===== src/rtl/spi_eng_pkg.sv =====
package spi_eng_pkg;
  localparam logic [1:0] ADDR_CTRL0 = 2'd0;
  localparam logic [1:0] ADDR_CTRL1 = 2'd1;
  localparam logic [1:0] ADDR_STAT  = 2'd2;

  // control word 0 fields
  localparam int F_CPHA = 5;
  localparam int F_IDLE = 6;
  localparam int F_SEL  = 8;
  localparam int F_POL  = 10;
  localparam int F_SW   = 14;
  localparam int F_VAL  = 15;
  localparam int F_GO   = 31;
  // control word 1 fields
  localparam int F_TXEN  = 16;
  localparam int F_RXEN  = 17;
  localparam int F_IRQEN = 18;
  // status fields
  localparam int F_BUSY = 0;
  localparam int F_RDY  = 1;

  localparam logic [31:0] CTRL0_MASK = 32'h0000_FFFF;
  localparam logic [31:0] CTRL1_MASK = 32'h0007_FFFF;

  typedef enum logic [1:0] {ST_IDLE, ST_LOAD, ST_SHIFT} eng_state_e;
endpackage


===== src/rtl/spi_eng_regs.sv =====
module spi_eng_regs
  import spi_eng_pkg::*;
#(
  parameter int NUM_CS = 4,
  parameter int CNT_W  = 16,
  parameter int LEN_W  = 5,
  localparam int SEL_W = $clog2(NUM_CS)
) (
  input  logic              clk_i,
  input  logic              rst_ni,
  input  logic              we_i,
  input  logic [1:0]        addr_i,
  input  logic [31:0]       wdata_i,
  output logic [31:0]       rdata_o,
  input  logic              busy_i,
  input  logic              done_i,
  output logic [LEN_W-1:0]  len_m1_o,
  output logic              cpha_o,
  output logic              idle_hi_o,
  output logic [SEL_W-1:0]  cs_sel_o,
  output logic [NUM_CS-1:0] cs_pol_o,
  output logic              cs_sw_o,
  output logic              cs_val_o,
  output logic [CNT_W-1:0]  blk_m1_o,
  output logic              tx_en_o,
  output logic              rx_en_o,
  output logic              go_o,
  output logic              ready_o,
  output logic              irq_o
);
  logic [31:0] ctrl0_q, ctrl1_q;
  logic        ready_q;

  wire wr0   = we_i && (addr_i == ADDR_CTRL0);
  wire wr1   = we_i && (addr_i == ADDR_CTRL1);
  wire clr_r = we_i && (addr_i == ADDR_STAT) && wdata_i[F_RDY];

  always_ff @(posedge clk_i or negedge rst_ni) begin
    if (!rst_ni) begin
      ctrl0_q <= '0;
      ctrl1_q <= '0;
      ready_q <= 1'b0;
    end else begin
      if (wr0) ctrl0_q <= wdata_i & CTRL0_MASK;
      if (wr1) ctrl1_q <= wdata_i & CTRL1_MASK;
      if (done_i)     ready_q <= 1'b1;   // completion wins over a clear
      else if (clr_r) ready_q <= 1'b0;
    end
  end

  assign go_o      = wr0 && wdata_i[F_GO] && !busy_i;
  assign len_m1_o  = ctrl0_q[LEN_W-1:0];
  assign cpha_o    = ctrl0_q[F_CPHA];
  assign idle_hi_o = ctrl0_q[F_IDLE];
  assign cs_sel_o  = ctrl0_q[F_SEL +: SEL_W];
  assign cs_pol_o  = ctrl0_q[F_POL +: NUM_CS];
  assign cs_sw_o   = ctrl0_q[F_SW];
  assign cs_val_o  = ctrl0_q[F_VAL];
  assign blk_m1_o  = ctrl1_q[CNT_W-1:0];
  assign tx_en_o   = ctrl1_q[F_TXEN];
  assign rx_en_o   = ctrl1_q[F_RXEN];
  assign ready_o   = ready_q;
  assign irq_o     = ready_q && ctrl1_q[F_IRQEN];

  always_comb begin
    case (addr_i)
      ADDR_CTRL0: rdata_o = ctrl0_q;
      ADDR_CTRL1: rdata_o = ctrl1_q;
      ADDR_STAT: begin
        rdata_o         = '0;
        rdata_o[F_BUSY] = busy_i;
        rdata_o[F_RDY]  = ready_q;
      end
      default:    rdata_o = '0;
    endcase
  end
endmodule


===== src/rtl/spi_eng_core.sv =====
module spi_eng_core
  import spi_eng_pkg::*;
#(
  parameter int DATA_W = 32,
  parameter int CNT_W  = 16,
  localparam int LEN_W = $clog2(DATA_W)
) (
  input  logic              clk_i,
  input  logic              rst_ni,
  input  logic              go_i,
  input  logic [LEN_W-1:0]  len_m1_i,
  input  logic              cpha_i,
  input  logic              idle_hi_i,
  input  logic [CNT_W-1:0]  blk_m1_i,
  input  logic              tx_en_i,
  input  logic              rx_en_i,
  input  logic              tx_valid_i,
  input  logic [DATA_W-1:0] tx_data_i,
  output logic              tx_pop_o,
  output logic              rx_push_o,
  output logic [DATA_W-1:0] rx_data_o,
  input  logic              miso_i,
  output logic              sclk_o,
  output logic              mosi_o,
  output logic              busy_o,
  output logic              done_o
);
  eng_state_e        st_q;
  logic [1:0]        ph_q;
  logic [LEN_W-1:0]  bit_q;
  logic [CNT_W-1:0]  word_q;
  logic [DATA_W-1:0] tx_sh_q, rx_sh_q;

  wire shifting = (st_q == ST_SHIFT);
  // sample point: first edge (end of ph 1) or second edge (end of ph 2)
  wire samp     = shifting && (ph_q == (cpha_i ? 2'd2 : 2'd1));
  wire word_end = shifting && (ph_q == 2'd3) && (bit_q == '0);
  wire load_ok  = (st_q == ST_LOAD) && (!tx_en_i || tx_valid_i);
  wire sclk_act = cpha_i ? (ph_q == 2'd1 || ph_q == 2'd2) : ph_q[1];

  assign done_o   = word_end && (word_q == blk_m1_i);
  assign tx_pop_o = (st_q == ST_LOAD) && tx_en_i && tx_valid_i;
  assign busy_o   = (st_q != ST_IDLE);
  assign sclk_o   = idle_hi_i ^ (shifting && sclk_act);
  assign mosi_o   = shifting && tx_sh_q[bit_q];

  always_ff @(posedge clk_i or negedge rst_ni) begin
    if (!rst_ni) begin
      st_q      <= ST_IDLE;
      ph_q      <= '0;
      bit_q     <= '0;
      word_q    <= '0;
      tx_sh_q   <= '0;
      rx_sh_q   <= '0;
      rx_push_o <= 1'b0;
      rx_data_o <= '0;
    end else begin
      rx_push_o <= 1'b0;
      case (st_q)
        ST_IDLE: if (go_i) begin
          st_q   <= ST_LOAD;
          word_q <= '0;
        end
        ST_LOAD: if (load_ok) begin
          tx_sh_q <= tx_en_i ? tx_data_i : '0;
          rx_sh_q <= '0;
          bit_q   <= len_m1_i;
          ph_q    <= '0;
          st_q    <= ST_SHIFT;
        end
        ST_SHIFT: begin
          ph_q <= ph_q + 2'd1;
          if (samp) rx_sh_q <= {rx_sh_q[DATA_W-2:0], miso_i};
          if (ph_q == 2'd3) begin
            if (bit_q != '0) begin
              bit_q <= bit_q - 1'b1;
            end else begin
              if (rx_en_i) begin
                rx_push_o <= 1'b1;
                rx_data_o <= rx_sh_q;
              end
              if (word_q == blk_m1_i) begin
                st_q <= ST_IDLE;
              end else begin
                word_q <= word_q + 1'b1;
                st_q   <= ST_LOAD;
              end
            end
          end
        end
        default: st_q <= ST_IDLE;
      endcase
    end
  end
endmodule


===== src/rtl/spi_eng_cs.sv =====
module spi_eng_cs #(
  parameter int NUM_CS = 4,
  localparam int SEL_W = $clog2(NUM_CS)
) (
  input  logic [SEL_W-1:0]  sel_i,
  input  logic [NUM_CS-1:0] pol_i,
  input  logic              sw_i,
  input  logic              val_i,
  input  logic              busy_i,
  output logic [NUM_CS-1:0] cs_o
);
  wire assert_now = sw_i ? val_i : busy_i;

  for (genvar i = 0; i < NUM_CS; i++) begin : g_cs
    wire act = assert_now && (sel_i == SEL_W'(i));
    assign cs_o[i] = act ? pol_i[i] : ~pol_i[i];
  end
endmodule


===== src/rtl/spi_eng.sv =====
module spi_eng
  import spi_eng_pkg::*;
#(
  parameter int NUM_CS = 4,
  parameter int CNT_W  = 16,
  parameter int DATA_W = 32
) (
  input  logic              clk_i,
  input  logic              rst_ni,
  input  logic              reg_we_i,
  input  logic [1:0]        reg_addr_i,
  input  logic [31:0]       reg_wdata_i,
  output logic [31:0]       reg_rdata_o,
  input  logic              tx_valid_i,
  input  logic [DATA_W-1:0] tx_data_i,
  output logic              tx_pop_o,
  output logic              rx_push_o,
  output logic [DATA_W-1:0] rx_data_o,
  output logic              sclk_o,
  output logic              mosi_o,
  input  logic              miso_i,
  output logic [NUM_CS-1:0] cs_o,
  output logic              irq_o
);
  localparam int LEN_W = $clog2(DATA_W);
  localparam int SEL_W = $clog2(NUM_CS);

  logic [LEN_W-1:0]  len_m1;
  logic              cpha, idle_hi, cs_sw, cs_val, tx_en, rx_en;
  logic [SEL_W-1:0]  cs_sel;
  logic [NUM_CS-1:0] cs_pol;
  logic [CNT_W-1:0]  blk_m1;
  logic              go, busy, done, ready;

  spi_eng_regs #(.NUM_CS(NUM_CS), .CNT_W(CNT_W), .LEN_W(LEN_W)) u_regs (
    .clk_i, .rst_ni,
    .we_i(reg_we_i), .addr_i(reg_addr_i), .wdata_i(reg_wdata_i), .rdata_o(reg_rdata_o),
    .busy_i(busy), .done_i(done),
    .len_m1_o(len_m1), .cpha_o(cpha), .idle_hi_o(idle_hi),
    .cs_sel_o(cs_sel), .cs_pol_o(cs_pol), .cs_sw_o(cs_sw), .cs_val_o(cs_val),
    .blk_m1_o(blk_m1), .tx_en_o(tx_en), .rx_en_o(rx_en),
    .go_o(go), .ready_o(ready), .irq_o(irq_o)
  );

  spi_eng_core #(.DATA_W(DATA_W), .CNT_W(CNT_W)) u_core (
    .clk_i, .rst_ni,
    .go_i(go), .len_m1_i(len_m1), .cpha_i(cpha), .idle_hi_i(idle_hi),
    .blk_m1_i(blk_m1), .tx_en_i(tx_en), .rx_en_i(rx_en),
    .tx_valid_i, .tx_data_i, .tx_pop_o,
    .rx_push_o, .rx_data_o,
    .miso_i, .sclk_o, .mosi_o,
    .busy_o(busy), .done_o(done)
  );

  spi_eng_cs #(.NUM_CS(NUM_CS)) u_cs (
    .sel_i(cs_sel), .pol_i(cs_pol), .sw_i(cs_sw), .val_i(cs_val),
    .busy_i(busy), .cs_o
  );
endmodule


===== config.mk =====
export PLATFORM = sky130hd
export DESIGN_NAME = spi_eng
export DESIGN_NICKNAME = d
export VERILOG_FILES = /design/src/rtl/spi_eng_pkg.sv /design/src/rtl/spi_eng_regs.sv /design/src/rtl/spi_eng_core.sv /design/src/rtl/spi_eng_cs.sv /design/src/rtl/spi_eng.sv
export SDC_FILE = /design/constraint.sdc
export NUM_CORES = 1
export LEC_CHECK = 0
export ABC_AREA = 0
export BUFFER_PORTS_ARGS = -buffer_cell sky130_fd_sc_hd__clkbuf_2
export CAP_MARGIN = 40
export CORE_MARGIN = 3
export CORE_UTILIZATION = 42
export DETAILED_ROUTE_END_ITERATION = 7
export PLACE_DENSITY = 0.7
export SETUP_SLACK_MARGIN = 0.5
export SLEW_MARGIN = 20
export SYNTH_ARGS = -nofsm -noshare
export SYNTH_HDL_FRONTEND = slang
export SYNTH_SLANG_ARGS = --single-unit

===== constraint.sdc =====
create_clock -name clk_i -period 2.79 [get_ports clk_i]
set_input_delay 0.279 -clock clk_i [delete_from_list [all_inputs] [get_ports clk_i]]
set_output_delay 0.279 -clock clk_i [all_outputs]
set_load 0.02 [all_outputs]

## After elaboration in Yosys (flattened, before gate mapping)

Cells that the tools add are included.

- Bits in registers: 158
- Input bits: 71
- Output and inout bits: 73

- $add $sub $neg: 3
- Order comparisons: 1
- Equal/unequal tests: 19
- Multiplexer cells: 37
- Bitwise operators: 6
- Reductions and logical operators: 40

Operator list:

| operator | count |
|---|---|
| 2-to-1 mux 32 bit | 3 |
| 2-to-1 mux 16 bit | 4 |
| case mux 32 bit (2 select lines) | 1 |
| case mux 19 bit (3 select lines) | 1 |
| case mux 16 bit (2 select lines) | 1 |
| logical AND 1 bit | 20 |
| adder 16 x 1 -> 16 bit, second input constant | 1 |
| equality test 16 bit | 1 |
| 2-to-1 mux 5 bit | 3 |
| 2-to-1 mux 1 bit | 14 |
| equality test 2 bit, second input constant | 6 |
| 2-to-1 mux 2 bit | 6 |
| inequality test 2 bit, second input constant | 6 |
| AND reduction 4 bit | 3 |
| case mux 5 bit (2 select lines) | 1 |
| equality test 2 x 1 -> 1 bit, second input constant | 4 |
| nonzero test 2 bit | 4 |
| zero test 2 bit | 3 |
| < comparator 5 x 6 -> 1 bit, second input constant | 1 |
| case mux 2 bit (3 select lines) | 1 |
| binary-select mux 1 bit (select 5 bit) | 1 |
| zero test 5 bit | 1 |
| NOT 1 bit | 5 |
| AND reduction 5 bit | 1 |
| 11 further kinds | 14 |

## Logic depth before layout (Yosys ltp)

Gate-level depths: netlist (run 1).

- Depth in word-level cells: 6
- Gate-level depth with buffers: 9
- Gate-level depth less buffers: 7

## Cells and area by module

Synthesis (run 1) repeated with hierarchy kept, for this count alone.

- Cells, all modules: 695
- Area, all modules: 7714.9 um^2

Modules (own cells, without submodules):

| module | times used | cells an instance | area an instance (um^2) |
|---|---|---|---|
| spi_eng_core | 1 | 523 | 5666.7 |
| spi_eng_regs | 1 | 162 | 1975.6 |
| spi_eng_cs | 1 | 10 | 72.6 |

## Worst setup path before layout (run 1)

Ideal clock, no wire load.

- Kind: flip-flop to flip-flop
- Start: reg u_core.bit_q[1]
- End: reg u_core.bit_q[3]
- Setup time: 0.094 ns
- Arrival: 1.965 ns
- Required time: 2.696 ns
- Setup slack: 0.731 ns
- Stages on the path, launching flop included: 9
- Cells stage by stage: dfrtp_1 > clkbuf_1 > inv_1 > ha_1 > inv_1 > o41ai_1 > nor4_1 > mux2i_1 > a211oi_1

- Word-level cells in the longest chain between the ends: 4
- Elaborated cells on any way between the ends: 7

RTL lines:

| item | RTL line | text |
|---|---|---|
| from (decl) | spi_eng_core.sv:30 | `logic [LEN_W-1:0] bit_q;` |
| from (signal assigned) | spi_eng_core.sv:67 | `bit_q <= len_m1_i;` |
| from (signal assigned) | spi_eng_core.sv:76 | `bit_q <= bit_q - 1'b1;` |
| subtractor 5 x 1 -> 5 bit | spi_eng_core.sv:76 |  |
| 2-to-1 mux 5 bit | spi_eng_core.sv:75 | `if (bit_q != '0) begin` |
| 2-to-1 mux 5 bit | spi_eng_core.sv:74 | `if (ph_q == 2'd3) begin` |
| case mux 5 bit (2 select lines) | spi_eng_core.sv:59 | `case (st_q)` |

Several ways; a longest one is shown, not always the timed one. The select of a mux whose other input is x is not followed.
A chain may end at the register's enable or synchronous reset.

## Worst setup path after layout (run 1)

- Start: reg u_core.bit_q[0]
- End: out mosi_o

- Word-level cells in the longest chain between the ends: 3

RTL lines:

| item | RTL line | text |
|---|---|---|
| binary-select mux 1 bit (select 5 bit) | spi_eng_core.sv:45 | `assign mosi_o = shifting && tx_sh_q[bit_q];` |
| 2-to-1 mux 1 bit (not written as such) | spi_eng_core.sv:45 |  |
| logical AND 1 bit | spi_eng_core.sv:45 |  |
| to (decl) | spi_eng.sv:20 | `output logic mosi_o,` |

Every way passes these cells. The select of a mux whose other input is x is not followed.

==> results.md, run 1 <==
- Synth area leader: dfrtp_1
- CP Launch Point: u_core.bit_q[0]$_DFFE_PN0P_
- EDFF count, synth: 0
- Max-cap viol count: 0
- Met3 usage: 4.165%
- Area growth syn-to-layout: 19.81%
- GR Util met2: 26.82%
- Skew final: 0.006718 ns
- TNS Setup: 0 ns
- H-tree Lvls: 4
- Global-route wire length before repair: 27750 um
- Post-route ant nets: 0
- Mapped cell area: 7536 um^2
- CTS clk-pin slew, worst paths: 0.06 ns
- Post-synthesis xor/xnor area fraction: 2.640%
- Antenna violations before repair: 0
- Compound-Gate Fraction of Synth Area: 10.04%
- Flops & latches, synth: 158
- Placer Congestion: 0.8098
- Beginning of the worst hold path: tx_data_i[8]
- Main synth FF type: dfrtp_1
- Sw Ratio: 32.54%
- Global-route usage over all layers: 17.50%
- Row count: 48
- Port buffer count: 118
- Starting Density: 43.27%
- Count of final setup violators: 0
- Worst Path Required: 2.51 ns
- Seq pwr share: 40.1%
- Routed len/inst: 16.26 um
- Top cells by area, synth: dfrtp_1, mux2_2, nand2_1, a22o_1, mux2i_1
- Tightest Pin Transition: 0.7751 ns
- Largest family of logic cells by synthesized area: multiplexers
- Clock Tree Buf Depth: 2
- Crit start category: flop
- Mux contribution to synthesized area: 16.47%
- Place WS: 0.4177 ns
- Post-synthesis sequential area ratio: 52.47%
- Count of cell types in the netlist: 60
- FF-to-FF Start: u_core.bit_q[0]$_DFFE_PN0P_
- Layout cells sized above 1: 34.05%
- CTS buffer count: 17
- Min Tclk post-route: 2.489 ns
- Cell Chain, Critical Path: buf_6 > mux4_2 > mux2i_1 > mux2_2 > or3_1 > o21ai_2 > buf_6
- Vias: 5276
- # IOs: 144
- Average cell area after synthesis: 11.54 um^2
- Gr busiest metal: met2
- Delay-heaviest family, CP: multiplexers
- GRT Residual Overflow: 0
- Most frequent CP cell: buf_6
- Top-area cell type share of the netlist area: 52.47%
- Clock share of power: 31.2%
- WS Path Type: reg2out
- Worst Setup Slack, final: 0.3011 ns
- Count of pins over their slew limit: 0
- Crit. End Element: primary output
- RSZ-0062 raised after global routing: true
- CTS tree: done
- Slowest stage cell on the critical path: dfrtp_2
- Clk root buf: clkbuf_16
- Drt pass-1 iters: 4
- Asr flop ratio synth: 100.0%
- Pwr Total: 0.007642 W
- Worst slew margin: 47.94%
- Combinational power share: 28.7%
- Diode count: 0
- Pwr Density: 846.4 nW/um^2
- Worst skew pair latency: 0.42 ns
- Crit path largest cell delay: 0.44 ns
- Final cell count without fillers: 1012
- DRC viols: 0
- Die Span Y: 140.0 um
- Core Box Area: 17420 um^2
- Commonest cells after routing, fill and taps aside: dfrtp_1, clkbuf_2, nand2_1
- Crit Path Max Fanout: 4
- # nets final: 853
- Most common cell after layout, fill and taps aside: dfrtp_1
- Die width: 140.0 um
- CP Buf/Inv Count: 2
- Met1 usage: 24.59%
- CP arrival: 2.21 ns
- Clock sinks: 158
- DR iter-0 viols: 279
- Worst Hold Class: in2reg
- Yosys warnings: 0
- Hpwl dp: 11500 um
- Via density: 5.213
- Largest net degree at the start of global routing: 71
- Internal Power: 0.005156 W
- Cell count after synthesis: 653
- Period utilisation layout: 89.21%
- Routed WL: 16460 um
- Number of global-route vias before repair: 5264
- Net Sw Power: 0.002486 W
- Status: finished, final reports clean
- Post-synthesis adder-cell area fraction: 1.162%
- IR drop worst, VDD: 529.1 uV
- Die ar.: 19590 um^2
- Simple-gate area share of the yosys netlist: 12.29%
- Placed cells: 971
- Final hold viol count: 0
- FMAX: 401.8 MHz
- Leakage power: 4.286 nW
[layer usage]
layer | part of all wire (%) | routed length, um | vias to the layer above
met4 | 1.7 | 284 | 0
met2 | 47 | 7667 | 108
met3 | 4.6 | 754 | 21
met1 | 47 | 7749 | 2599
met5 | 0 | 0 | -
li1 | - | - | 2548
[power by group through the flow]
stage	Clock [W]	Sequential, W	Combinational, W
after floorplan	0	0.00293	0.00166
after detailed placement	0	0.00311	0.00207
after global placement	0	0.00310	0.00203
after CTS	0.00245	0.00306	0.00216
final	0.00239	0.00306	0.00219
after global routing	0.00255	0.00312	0.00244
[logic make-up after synthesis]
group | Yosys count
AND/OR/NAND/NOR | 191
flip-flops | 158
AO/OA/AOI/OAI | 107
multiplexers | 105
buffers and inverters | 63
XOR/XNOR | 21
adder cells (fa/ha/maj) | 7
other | 1
[final cells by class]
cell class / instances / area [um^2]
repair buffers: 145 / 862.1
inverters: 9 / 33.78
flip-flops and latches: 158 / 3955
clock buffers: 21 / 440.4
multi-input cells: 444 / 3291
fillers: 1562 / 8388
clock inverters: 10 / 165.2
well taps: 225 / 281.5
[cell usage after synthesis, drive strengths merged (2+ instances only)]
library cell  number
o21ai             41
o311ai             5
o22ai              4
mux4               8
xor2               3
inv                9
buf               29
o211ai             2
nand3             19
a22o              33
nand4b             3
and2               6
a21oi              9
a32o               2
nand4             11
nor4               4
nor3               4
ha                 7
or4                2
mux2i             28
mux2              69
and3               3
o31ai              3
nand2            100
nand2b             2
nor2              30
dfrtp            158
nand4bb            2
clkbuf            25
xnor2             18
[what timing repair did]
action                                 CTS  global route
setup buffers                            3             6
hold buffers                             1             0
gates resized for setup                  5             8
pin swaps                                1             2
setup endpoints to repair               14            12
cloned                                   0             0
endpoints found under the hold margin   68             0
[per-stage QoR]
| stage | utilization, % | cell area, um^2 | hold WS (ns) |
|---|---|---|---|
| 2_1_floorplan | - | 7581 | -0.01659 |
| 4_1_cts | 51.52 | 8972 | 0.05732 |
| 3_3_place_gp | 47.74 | 8314 | 0.3463 |
| 3_5_place_dp | 47.74 | 8314 | 0.3450 |
| 6_report | 51.84 | 9029 | 0.08062 |
| 5_1_grt | 51.84 | 9029 | 0.06905 |
[worst register-to-register path, stage by stage (launching register included)]
cell       delay, ns
dfrtp_2         0.44
buf_4           0.17
inv_1           0.05
ha_1            0.22
nand4bb_4       0.17
o21ai_2         0.23
o211ai_2        0.25
o311ai_0        0.39
o31ai_1         0.12
[path summary, 6_finish.rpt]
| check | slack, ns | end | depth (start not counted) |
|---|---|---|---|
| max | 0.30 | mosi_o | 7 |
| min | 0.08 | u_core.tx_sh_q[8]$_DFFE_PN0P_ | 2 |
| max reg2reg | 0.63 | u_core.word_q[14]$_DFFE_PN0P_ | 8 |
| min reg2reg | 0.48 | u_core.rx_sh_q[31]$_DFFE_PN0P_ | 2 |
| max in group asynchronous | 1.62 | u_core.rx_sh_q[24]$_DFFE_PN0P_ | 3 |
| min in group asynchronous | 0.45 | u_core.tx_sh_q[8]$_DFFE_PN0P_ | 2 |
[registers in the layout, summed over array words and instances (netlist names)]
name and flops:
u_regs.ctrl1_q 19, u_core.word_q 16, u_core.rx_sh_q 32, u_core.rx_push_o 1, u_core.rx_data_o 32, u_core.st_q 2
u_regs.ctrl0_q 16, u_core.bit_q 5, u_core.tx_sh_q 32, u_core.ph_q 2, u_regs.ready_o 1
Note: power is estimated with default switching activity, not from simulation.
==> run 2, diff against run 1 <==
==> constraint.sdc (replaced) <==
create_clock -name clk_i -period 2.55 [get_ports clk_i]
set_input_delay 0.255 -clock clk_i [delete_from_list [all_inputs] [get_ports clk_i]]
set_output_delay 0.255 -clock clk_i [all_outputs]
set_load 0.02 [all_outputs]
==> run 2 against run 1 <==
Combinational power grew 25%. Via count grew 2.4%. First-iteration DRC count grew 30%. Critical path type unchanged. Largest cell class unchanged. Largest power group unchanged.
==> results.md, run 2 (same netlist as run 1, synthesis figures left out) <==
- FMAX: 404.5 MHz
- Min Tclk post-route: 2.472 ns
- Post-route ant nets: 0 (unchanged)
- Biggest regs: u_core.rx_data_o: 32 flops, u_core.rx_sh_q: 32 flops, u_core.tx_sh_q: 32 flops
- Die Span Y: 140.0 um (unchanged)
- Max-cap viol count: 0 (unchanged)
- Worst Path Required: 2.30 ns (-0.21 ns)
- Largest net degree at the start of global routing: 84 (+18%)
- Area growth syn-to-layout: 23.04%
- Number of global-route vias before repair: 5539 (+5.2%)
- CTS tree: done
- Count of pins over their slew limit: 0 (unchanged)
- DR iter-0 viols: 362 (+30%)
- DRC viols: 0 (unchanged)
- Tightest Pin Transition: 0.5232 ns (-0.2519 ns)
- Most common cell after layout, fill and taps aside: dfrtp_1
- CP Launch Point: u_core.bit_q[0]$_DFFE_PN0P_
- Final hold viol count: 0 (unchanged)
- CTS clk-pin slew, worst paths: 0.06 ns (about the same)
- Hpwl dp: 11540 um (+0.31%)
- GRT Residual Overflow: 0 (unchanged)
- Row count: 48 (unchanged)
- Beginning of the worst hold path: tx_data_i[10]
- Crit start category: flop
- Placer Congestion: 0.8166 (+0.84%)
- Status: finished, final reports clean
- # IOs: 144 (unchanged)
- Clk root buf: clkbuf_16
- Routed len/inst: 16.74 um (+2.9%)
- Leakage power: 4.360 nW (+1.7%)
- Period utilisation layout: 96.95%
- FF-to-FF Start: u_core.bit_q[1]$_DFFE_PN0P_
- Core Box Area: 17420 um^2 (unchanged)
- CP arrival: 2.22 ns (about the same)
- Antenna violations before repair: 0 (unchanged)
- Worst Hold Class: in2reg
- Final cell count without fillers: 1027 (+1.5%)
- Count of final setup violators: 0 (unchanged)
- RSZ-0062 raised after global routing: true
- Die ar.: 19590 um^2 (unchanged)
- Global-route wire length before repair: 28300 um (+2.0%)
- Reg2Reg Depth: 8 (unchanged)
- H-tree Lvls: 4 (unchanged)
- Hold depth: 2 (unchanged)
- Worst slew margin: 64.74% (+17 points)
- Pwr Total: 0.008650 W (+13%)
- Crit Path Max Fanout: 9 (+5)
- Global-route usage over all layers: 17.68% (+0.18 points)
- Via density: 5.260 (+0.89%)
- Clock Tree Buf Depth: 2 (unchanged)
- IR drop worst, VDD: 568.6 uV (+7.5%)
- Commonest cells after routing, fill and taps aside: dfrtp_1, clkbuf_2, nand2_1
- Die width: 140.0 um (unchanged)
- Skew final: 0.008168 ns (+0.001450 ns)
- Clock sinks: 158 (unchanged)
- Layout cells sized above 1: 37.91% (+3.9 points)
- CTS buffer count: 17 (unchanged)
- Starting Density: 43.27% (unchanged)
- Drt pass-1 iters: 5 (+1)
- Port buffer count: 118 (unchanged)
- # nets final: 867 (+1.6%)
- Crit. End Element: primary output
- Worst skew pair latency: 0.42 ns (about the same)
- Diode count: 0 (unchanged)
- Routed WL: 17190 um (+4.5%)
- WS Path Type: reg2out
- Placed cells: 972 (+0.10%)
- Vias: 5402 (+2.4%)
- Pwr Density: 932.8 nW/um^2 (+10%)
## run 2: metrics by stage
stage                     setup slack [ns]  utilization [%]  setup TNS, ns  instance area [um^2]  hold WS [ns]
after detailed placement            0.4139            47.68              0                  8304        0.1896
final                              0.07766            53.24              0                  9273       0.05257
after global placement              0.4175            47.68              0                  8304        0.1963
after floorplan                     0.5295                -              0                  7589      -0.04059
after CTS                          0.06279            52.47              0                  9139       0.03577
after global routing             -0.001068            53.24      -0.001068                  9273       0.04542
## run 2: area by class of cell
type	instances	area, um^2
fillers	1547	8144
flip-flops and latches	158	3955
well taps	225	281.5
inverters	9	40.04
repair buffers	159	992.2
clock inverters	11	131.4
clock buffers	21	470.5
multi-input cells	444	3402
## run 2: worst paths after layout
path	slack (ns)	end
setup / recovery	0.08	mosi_o
hold / removal	0.05	u_core.tx_sh_q[10]$_DFFE_PN0P_
setup reg to reg	0.48	u_core.word_q[9]$_DFFE_PN0P_
hold reg to reg	0.48	u_core.rx_sh_q[31]$_DFFE_PN0P_
max in group asynchronous	1.43	u_core.rx_sh_q[17]$_DFFE_PN0P_
min in group asynchronous	0.31	u_regs.ctrl1_q[2]$_DFFE_PN0P_
## run 2: layer usage
layer | GRT usage [%] | routed length (um) | share of wire [%] | up-vias
met1 | 23.46 | 7470 | 43 | 2686
met5 | 0 | 0 | 0 | -
met4 | 5.150 | 198 | 1.2 | 0
met3 | 4.643 | 980 | 5.7 | 16
met2 | 28.79 | 8539 | 50 | 141
li1 | - | - | - | 2559
## run 2: report_power, final
group	leakage, nW	switching [W]	internal (W)	total (W)
logic	1.97	0.00147	0.00127	0.00273
registers	2.10	0.000409	0.00294	0.00335
clock network	0.286	0.00104	0.00153	0.00257
## run 2: critical path, stage by stage (launching register included)
cell and delay [ns]:
dfrtp_1 0.40, buf_6 0.16, mux4_2 0.34, mux2i_1 0.06, mux2_2 0.26, or3_1 0.32
o21ai_2 0.08, clkbuf_8 0.17
## run 2: timing repair
action | in CTS | in global routing
endpoints found under the hold margin | 39 | 0
buffers inserted | 15 | 7
pin swaps | 5 | 8
setup endpoints to repair | 73 | 84
gates resized for setup | 33 | 21
hold buffers | 1 | 0
